==> src/rtl/sar_seq_pkg.sv <==
// Package: shared types for the successive-approximation sequencer.
// Assumes nothing beyond a synthesizable 1-bit enum encoding.
package sar_seq_pkg;
    // Conversion length, captured once per conversion.
    typedef enum logic {
        LEN_FULL  = 1'b0,
        LEN_SHORT = 1'b1
    } len_e;
endpackage

==> src/rtl/sar_seq_ctrl.sv <==
// Control for the sequencer. It owns the busy state, a one-hot pointer to
// the bit under test and the captured conversion length. It also issues
// the end-of-convert pulses.
// Assumes: start is a synchronous request; SHORT_WIDTH < WIDTH.
module sar_seq_ctrl
    import sar_seq_pkg::*;
#(
    parameter int WIDTH       = 12,
    parameter int SHORT_WIDTH = 8
) (
    input  logic             clk,
    input  logic             rst_n,
    input  logic             start,
    input  logic             short_sel,
    output logic             busy,
    output logic [WIDTH-1:0] bit_sel,
    output len_e             len_q,
    output logic             load,
    output logic             last_step,
    output logic             eoc_full,
    output logic             eoc_short
);
    localparam int         SHORT_LSB = WIDTH - SHORT_WIDTH;
    localparam logic [WIDTH-1:0] TOP_ONE = {1'b1, {(WIDTH-1){1'b0}}};

    // Accept a start only when idle.
    assign load = start && !busy;

    // The final decision falls on bit 0 or on the lowest bit of the short field.
    assign last_step = busy && ((len_q == LEN_SHORT) ? bit_sel[SHORT_LSB] : bit_sel[0]);

    // Advance the bit pointer, track busy and capture the length at start.
    always_ff @(posedge clk) begin
        if (!rst_n) begin
            busy    <= 1'b0;
            bit_sel <= '0;
            len_q   <= LEN_FULL;
        end else if (load) begin
            busy    <= 1'b1;
            bit_sel <= TOP_ONE;
            len_q   <= short_sel ? LEN_SHORT : LEN_FULL;
        end else if (last_step) begin
            busy    <= 1'b0;
            bit_sel <= '0;
        end else if (busy) begin
            bit_sel <= bit_sel >> 1;
        end
    end

    // Single-cycle completion pulses, one per conversion length.
    always_ff @(posedge clk) begin
        if (!rst_n) begin
            eoc_full  <= 1'b0;
            eoc_short <= 1'b0;
        end else begin
            eoc_full  <= last_step && (len_q == LEN_FULL);
            eoc_short <= last_step && (len_q == LEN_SHORT);
        end
    end
endmodule

==> src/rtl/sar_seq_trial.sv <==
// Trial-code register. It is cleared to the top bit alone at start. On each
// busy cycle it keeps or clears the bit under test and arms the next lower bit.
// Assumes: bit_sel is one-hot while busy, supplied by the control block.
module sar_seq_trial #(
    parameter int WIDTH = 12
) (
    input  logic             clk,
    input  logic             rst_n,
    input  logic             load,
    input  logic             busy,
    input  logic             last_step,
    input  logic [WIDTH-1:0] bit_sel,
    input  logic             keep,
    output logic [WIDTH-1:0] trial,
    output logic [WIDTH-1:0] decided
);
    localparam logic [WIDTH-1:0] TOP_ONE = {1'b1, {(WIDTH-1){1'b0}}};

    // Code with the current bit settled by the comparator verdict.
    assign decided = (trial & ~bit_sel) | (keep ? bit_sel : '0);

    // Hold the trial code; arm the next bit unless this is the last step.
    always_ff @(posedge clk) begin
        if (!rst_n) begin
            trial <= '0;
        end else if (load) begin
            trial <= TOP_ONE;
        end else if (busy) begin
            trial <= last_step ? decided : (decided | (bit_sel >> 1));
        end
    end
endmodule

==> src/rtl/sar_seq_result.sv <==
// Result register: captures the settled code only on the final bit decision.
// Assumes: last_step is high for exactly one cycle per conversion.
module sar_seq_result #(
    parameter int WIDTH = 12
) (
    input  logic             clk,
    input  logic             rst_n,
    input  logic             last_step,
    input  logic [WIDTH-1:0] decided,
    output logic [WIDTH-1:0] result
);
    // Update the stored result once per finished conversion.
    always_ff @(posedge clk) begin
        if (!rst_n) begin
            result <= '0;
        end else if (last_step) begin
            result <= decided;
        end
    end
endmodule

==> src/rtl/sar_seq_top.sv <==
// Top of the successive-approximation sequencer: control, trial register
// and result register. Conversion length is chosen per start.
// Assumes: cmp_keep reflects dac_code against a held input, combinationally.
module sar_seq_top
    import sar_seq_pkg::*;
#(
    parameter int WIDTH       = 12,
    parameter int SHORT_WIDTH = 8
) (
    input  logic             clk,
    input  logic             rst_n,
    input  logic             start,
    input  logic             short_sel,
    input  logic             cmp_keep,
    output logic [WIDTH-1:0] dac_code,
    output logic [WIDTH-1:0] result,
    output logic             busy,
    output logic             eoc_full,
    output logic             eoc_short
);
    logic [WIDTH-1:0] bit_sel;
    logic [WIDTH-1:0] decided;
    len_e             len_q;
    logic             load;
    logic             last_step;

    sar_seq_ctrl #(.WIDTH(WIDTH), .SHORT_WIDTH(SHORT_WIDTH)) u_ctrl (
        .clk       (clk),
        .rst_n     (rst_n),
        .start     (start),
        .short_sel (short_sel),
        .busy      (busy),
        .bit_sel   (bit_sel),
        .len_q     (len_q),
        .load      (load),
        .last_step (last_step),
        .eoc_full  (eoc_full),
        .eoc_short (eoc_short)
    );

    sar_seq_trial #(.WIDTH(WIDTH)) u_trial (
        .clk       (clk),
        .rst_n     (rst_n),
        .load      (load),
        .busy      (busy),
        .last_step (last_step),
        .bit_sel   (bit_sel),
        .keep      (cmp_keep),
        .trial     (dac_code),
        .decided   (decided)
    );

    sar_seq_result #(.WIDTH(WIDTH)) u_result (
        .clk       (clk),
        .rst_n     (rst_n),
        .last_step (last_step),
        .decided   (decided),
        .result    (result)
    );
endmodule

==> config.mk <==
export PLATFORM = sky130hd
export DESIGN_NAME = sar_seq_top
export DESIGN_NICKNAME = d
export VERILOG_FILES = /design/src/rtl/sar_seq_pkg.sv /design/src/rtl/sar_seq_ctrl.sv /design/src/rtl/sar_seq_trial.sv /design/src/rtl/sar_seq_result.sv /design/src/rtl/sar_seq_top.sv
export SDC_FILE = /design/constraint.sdc
export NUM_CORES = 1
export LEC_CHECK = 0
export BUFFER_PORTS_ARGS = -buffer_cell sky130_fd_sc_hd__buf_4
export CAP_MARGIN = 20
export CORE_MARGIN = 2
export CORE_UTILIZATION = 40
export DETAILED_ROUTE_END_ITERATION = 7
export PLACE_DENSITY = 0.62
export SETUP_SLACK_MARGIN = 0.1
export SLEW_MARGIN = 15
export SYNTH_ARGS = -nofsm -noshare
export SYNTH_HDL_FRONTEND = slang
export SYNTH_SLANG_ARGS = --single-unit
==> constraint.sdc <==
create_clock -name clk -period 2.5 [get_ports clk]
set_input_delay 0 -clock clk [delete_from_list [all_inputs] [get_ports clk]]
set_output_delay 0 -clock clk [all_outputs]
set_load 0.01 [all_outputs]
After elaboration in Yosys (flattened, before gate mapping)
Index checks and enable logic that the tools add are counted.

Bits of input ports: 5. Memory bits (read-only): 0. Memories kept: 0. Output and inout bits: 27. Register bits: 40. Bits in latches: 0. Bits in writable memories: 0.

Magnitude comparators: 0. Mux-type cells: 11. Multiply operators: 0. Shifts and indexed selects: 0. Add/subtract/negate cells: 0. Bitwise operators: 6. Equality and inequality tests: 0. Div/mod/pow operators: 0. Reduce and logical (&&, ||, !) cells: 10.

Operators by type and width (number): 2-to-1 mux 12 bit (7); AND 12 bit (1); inverter 12 bit (1); OR 12 x 11 -> 12 bit (1); OR 12 bit (1); logical AND 1 bit (4); 2-to-1 mux 1 bit (4); nonzero test 2 bit (2); nonzero test 3 bit (1); OR reduction 3 bit (1); inverter 1 bit (2); OR reduction 2 bit (1); logical NOT 1 bit (1).

Logic depth before layout (Yosys ltp)
Gate-level depths: netlist (run 1).

Word-level depth: 7. Mapped depth: 5.

Modules after synthesis
From an unflattened synthesis (run 1), not the netlist that was laid out.

Cells, all modules: 160. Area total of the unflattened synthesis: 1674.1 µm².

Modules (own cells, without submodules): sar_seq_trial (cells each 77, area each 676.9 µm², seq. area each 240.2 µm², times used 1); sar_seq_ctrl (cells each 45, area each 546.8 µm², seq. area each 320.3 µm², times used 1); sar_seq_result (cells each 38, area each 450.4 µm², seq. area each 240.2 µm², times used 1).

Worst setup path after synthesis (run 1)
OpenSTA, ideal clock, no wires.

Path kind: register -> register. Start: register u_ctrl.len_q. End: register u_result.result[10]. Path slack: 1.197 ns. Data arrival time: 1.187 ns. Cell stages (with the launch flop): 5. Library setup time: 0.116 ns. Cells stage by stage: dfxtp_1 > mux2i_2 > nor2_1 > buf_2 > o211a_1.

Cells in the longest elaborated chain, start to end: 2.

RTL lines: from (decl) (line sar_seq_ctrl.sv:17) `output len_e len_q,`; from (signal assigned) (line sar_seq_ctrl.sv:41) `len_q <= short_sel ? LEN_SHORT : LEN_FULL;`; 2-to-1 mux 1 bit (line sar_seq_ctrl.sv:30) `assign last_step = busy && ((len_q == LEN_SHORT) ? bit_sel[SHORT_LSB] : bit_sel[0]);`; logical AND 1 bit (line sar_seq_ctrl.sv:30); to (signal assigned) (line sar_seq_result.sv:17) `result <= decided;`; to (decl) (line sar_seq_result.sv:10) `output logic [WIDTH-1:0] result`.

No other way between the ends. A chain may end at the register's enable or synchronous reset.

Worst setup path in the final report (run 1)
Start: register u_ctrl.len_q. End: register u_result.result[5].

Same word-level chain as after synthesis.

==> results of run 1 <==
## worst max-delay path, delay by kind of cell (launching register included)
kind,cells,cell delay (ps)
muxes,1,690
DFF,1,450
and+or+nand+nor,1,340
AOI/OAI and AO/OA,1,300
## metrics by stage
stage	setup slack [ps]	util
floorplan	1200	-
global placement	706	0.476
detailed placement	621	0.478
CTS	591	0.501
global route	395	0.501
finish	611	0.501
## final cells by class
type                            instances  area (sq um)  area share
Multi-Input combinational cell        124           802       0.395
Sequential cell                        40           801       0.394
Timing Repair Buffer                   34           255       0.126
Clock buffer                            6          82.6      0.0406
Tap cell                               50          62.6      0.0308
Inverter                                5          18.8     0.00924
Clock inverter                          2          10.0     0.00493
## flip-flops by register name (all words and copies together) (netlist names)
register / flops
u_ctrl.bit_sel: 12
u_result.result: 12
u_trial.trial: 12
u_ctrl.busy: 1
u_ctrl.eoc_full: 1
u_ctrl.eoc_short: 1
u_ctrl.len_q: 1
## per-layer routing
layer,GRT usage,vias to the layer above
li1,-,717
met1,0.234,699
met4,0.0850,0
met2,0.274,46
met5,0,-
met3,0.0465,8
## power breakdown
group	leakage [uW]	switching (uW)	internal [uW]	total, uW
sequential	0.000323	8.44	644	653
combinational	0.000531	54.5	28.0	82.5
clock	0.0000510	228	220	448
## cell usage in the layout, fill, tap and decap left out
master	n
nand2_1	17
nand3_1	14
nor4b_1	1
buf_4	34
mux2i_1	14
o31ai_1	1
mux2i_2	1
a22oi_1	2
a21oi_1	15
nor2_1	13
and3b_1	2
a221oi_1	2
inv_1	4
nor3_1	5
o2111ai_1	1
o211a_1	11
o21ai_0	5
a2bb2oi_1	2
a311oi_1	2
nand4_1	1
o32ai_1	1
nor3b_1	3
a211oi_1	1
clkinv_1	1
dfxtp_1	40
and3_1	2
clkbuf_8	6
o22ai_1	4
mux2_2	2
o21ai_2	1
clkinv_2	2
nor4_1	1
## final timing paths
check                                          end  slack, ps
worst min register to register    u_trial.trial[3]        500
worst max register to register  u_result.result[5]        610
worst min-delay path                  u_ctrl.len_q          3
worst max-delay path            u_result.result[5]        610
## cells by family after synthesis
group	after synthesis	share of synthesized area
AND/OR/NAND/NOR	59	0.164
AO/OA/AOI/OAI	48	0.200
flip-flops	40	0.466
buffers and inverters	18	0.0663
multiplexers	17	0.103
## synthesized netlist by cell type, types with 2 or more instances
cell	instances
clkbuf_1	3
a2bb2oi_1	2
a21oi_1	15
o22ai_1	4
nand2_1	17
mux2_2	2
nor2_1	13
nor3b_1	3
o21ai_0	5
o211a_1	11
nand3_1	14
a221oi_1	2
and3_1	2
and3b_1	2
a22oi_1	2
mux2i_1	14
dfxtp_1	40
inv_1	4
buf_2	5
buf_6	4
nor3_1	5
a311oi_1	2
==> impl_metrics.ini, run 1 <==
[run_status]
status = complete, no violations

[detailed_routing]
drt-initial-drc-count = 87
met1_length_mm = 2.00
wl_met3_microns = 265
dr.pass1.iters = 4
vias_per_cell = 5.63
route.met2.wl_mm = 1.91
finalWirelength_mm = 4.26
drc_errors = 0
routed.top_layer = met4
wl_per_cell_microns = 16.3
detail-route-antenna-nets = 0
num_vias = 1470

[placement]
dp_hpwl_mm = 2.97
dpl_cell_area_sq_um = 1940
place_congestion = 0.843
dp.cells = 253
port_buffers = 31

[worst_hold_path]
worstHoldStart = short_sel
holdPathStages = 3
hold_class = in -> reg

[synthesis]
synth_cells = 182
synth_edf_count = 0
synth_warnings = 0
synth_top_area_frac = 0.466
ys_top_cells_by_area = dfxtp_1 (47%), mux2i_1 (8.2%), o211a_1 (6.4%)
ys_seq_elements = 40
synth_top_cell_by_area = dfxtp_1
synth_cell_types = 33
ys_seq_area_frac = 0.466
ys.flop_type = dfxtp_1
synth_area_per_cell_sq_um = 9.43
async_flop_share = 0
synthesis.area_sq_um = 1720
synth_nets = 187

[setup_path]
cp_cell_sequence = mux2i_2, nor2_1, o211a_1
r2r_start = u_ctrl.len_q
max_stage_delay_ps = 690
cp.arrival_ps = 2080
critPathLaunch = u_ctrl.len_q
crit_path_max_fanout = 14
cp.required_ps = 2700
crit_slowest_cell = mux2i_2
reg2reg_depth = 3
cp-start-kind = register
crit_type = reg -> reg
worstSetupEndpointType = register

[sta]
tns_ps = 0
setup_viol = 0
hold-worst-slack_ps = 3.49
max_freq_ghz = 0.529
rsz0062_at_grt = no
finalCritPeriodShare = 0.756
relSlewSlack = 0.497
tightestPinTransition_ps = 740
finalClockSkew_ps = 4.21
maxSlewViolCount = 0
finalCriticalPeriod_ps = 1890
hold_viol = 0

[global_route]
grt_remaining_overflow = 0
grt_pass1_vias = 1390
grt_use_total = 0.179
grt_pass1_wl_mm = 6.84
grt_max_degree = 26
antenna_found_initial = 0

[run]
maxCapViolations = 0

[die]
io_pins = 32
core_sq_um = 4060
start_util = 0.423
die_y_microns = 69.5
rows = 23
die_area_sq_um = 4830
die_width_microns = 69.5

[clocking]
cts_root_buf = clkbuf_8
cts_buffers = 5
ctsResizeCount = 0
htreeDepth = 2
clk_pin_slew_ps = 80
cts.sinks = 40
clk_path_buf_depth = 2
cts_setup_buffers = 0
cts.hold.buffers_added = 0
clock_latency_ps = 300
cts_tree = yes

[layout]
drive_gt1_frac = 0.218
n_antenna_cell = 0
synthToLayoutAreaGrowth_pct = 18.4
instances_no_fill = 261
num-fill-cells = 375
nNetsFinal = 215
stdcell_area_sq_um = 2030

[power]
p_leak_uw = 0.000906
powerDensity_nw_per_um2 = 582
irDropWorstVdd_v = 0.000270
total_power_uw = 1180
Power figures use the tool's default switching activity.
==> run 2: changes to the inputs <==
--- a/config.mk
+++ b/config.mk
@@ -10,7 +10,7 @@
 export CORE_MARGIN = 2
 export CORE_UTILIZATION = 40
 export DETAILED_ROUTE_END_ITERATION = 7
-export PLACE_DENSITY = 0.62
+export PLACE_DENSITY = 0.64
 export SETUP_SLACK_MARGIN = 0.1
 export SLEW_MARGIN = 15
 export SYNTH_ARGS = -nofsm -noshare
==> constraint.sdc (replaced) <==
create_clock -name clk -period 1.7 [get_ports clk]
set_input_delay 0 -clock clk [delete_from_list [all_inputs] [get_ports clk]]
set_output_delay 0 -clock clk [all_outputs]
set_load 0.01 [all_outputs]
==> impl_metrics.ini, run 2 (synthesis gave the netlist of run 1 again) <==
[sta]
relSlewSlack = 0.515
finalCritPeriodShare = 0.858
rsz0062_at_grt = no
finalClockSkew_ps = 5.98
tightestPinTransition_ps = 725
setup_viol = 0
hold_viol = 0
maxSlewViolCount = 0
tns_ps = 0
max_freq_ghz = 0.685
finalCriticalPeriod_ps = 1460

[layout]
reg.largest.list = u_ctrl.bit_sel: 12 flops, u_result.result: 12 flops, u_trial.trial: 12 flops
nNetsFinal = 219
synthToLayoutAreaGrowth_pct = 21.7
layout_common_cells = dfxtp_1 (39), buf_4 (37), nand2_1 (17), a21oi_1 (15)
num-fill-cells = 377
final_common_cell = dfxtp_1
n_antenna_cell = 0
drive_gt1_frac = 0.228

[detailed_routing]
drc_errors = 0
num_vias = 1469
vias_per_cell = 5.54
finalWirelength_mm = 4.09
detail-route-antenna-nets = 0
wl_per_cell_microns = 15.4
dr.pass1.iters = 4
drt-initial-drc-count = 81

[clocking]
clk_pin_slew_ps = 80
clock_latency_ps = 300
cts.sinks = 40
clk_path_buf_depth = 2
htreeDepth = 2
cts_buffers = 5
cts_root_buf = clkbuf_8
cts_tree = yes

[die]
core_sq_um = 4060
die_area_sq_um = 4830
die_y_microns = 69.5
rows = 23
io_pins = 32
die_width_microns = 69.5
start_util = 0.423

[global_route]
grt_use_total = 0.184
grt_max_degree = 24
grt_pass1_wl_mm = 7.00
grt_pass1_vias = 1409
antenna_found_initial = 0
grt_remaining_overflow = 0

[run_status]
status = complete, no violations

[setup_path]
crit_type = reg -> reg
crit_path_max_fanout = 11
cp-start-kind = register
cp.required_ps = 1940
cp.arrival_ps = 1700
reg2reg_setup_slack_ps = 240
worstSetupEndpointType = register

[power]
powerDensity_nw_per_um2 = 888
pwr-share-seq = 0.518
power_frac_clock = 0.413
irDropWorstVdd_v = 0.000670
combPwrFrac = 0.069
switching_power_uw = 425
swShare = 0.229
intPower_uw = 1430
total_power_uw = 1860
p_leak_uw = 0.000929

[run]
maxCapViolations = 0

[placement]
place_congestion = 0.811
dp_hpwl_mm = 2.90
port_buffers = 31

[worst_hold_path]
hold_class = in -> reg
==> run 2: changes by cell type in the layout (fill, tap and decap cells not counted) <==
cell | previous run | this run
buf_4 | 34 | 37
bufinv_16 | 0 | 1
clkbuf_1 | 0 | 1
clkbuf_8 | 6 | 5
clkinv_2 | 2 | 1
dfxtp_1 | 40 | 39
dfxtp_2 | 0 | 1
dlygate4sd3_1 | 0 | 1
mux2i_2 | 1 | 0
mux2i_4 | 0 | 1
==> run 2: final cells by class <==
class                      count  area (sq um)  share of cell area
clock inverter                 2          35.0              0.0168
clock buffer                   6          72.6              0.0347
sequential                    40           802               0.384
multi-input combinational    124           811               0.388
inverter                       5          18.8             0.00898
tap                           50          62.6              0.0299
timing repair buffer          38           288               0.138
==> run 2: final timing paths <==
kind,startpoint,to,cells after the start
setup reg to reg,u_ctrl.bit_sel[4],u_result.result[3],3
setup / recovery,u_ctrl.bit_sel[4],u_result.result[3],3
hold reg to reg,u_trial.trial[3],u_trial.trial[3],2
hold / removal,start,u_ctrl.bit_sel[11],3
==> run 2: worst max-delay path: stages, from the launching register on <==
cell and delay [ps]:
dfxtp_1 460, mux2i_4 130, nor2_1 570, o211a_1 230
==> run 2: per-layer routing <==
layer,wire (microns),vias up,track usage
met4,80,0,0.0915
met1,1990,699,0.243
met5,0,-,0
met3,202,5,0.0538
met2,1810,38,0.276
li1,-,727,-
==> run 2: power groups by stage <==
stage	Combinational, uW	Sequential, uW	Clock [uW]
2_1_floorplan	82.6	983	0
3_3_place_gp	123	981	0
3_5_place_dp	126	982	0
4_1_cts	128	960	792
5_1_grt	141	963	826
6_report	128	961	767
==> run 2: repair_timing <==
action | CTS | global route
setup buffers | 0 | 0
gates resized for setup | 0 | 2
setup endpoints to repair | 0 | 2
endpoints found under the hold margin | 1 | 0
hold buffers | 1 | 0
==> run 2: through the flow <==
| stage | setup WS, ps | hold slack [ps] | util | std cells | cell area (sq um) |
|---|---|---|---|---|---|
| global placement | 337 | 301 | 0.484 | 256 | 1960 |
| CTS | 200 | 15.3 | 0.512 | 265 | 2080 |
| floorplan | 397 | 162 | - | 182 | 1720 |
| global route | 162 | 31.6 | 0.515 | 265 | 2090 |
| detailed placement | 200 | 315 | 0.484 | 256 | 1960 |
| finish | 241 | 19.5 | 0.515 | 265 | 2090 |
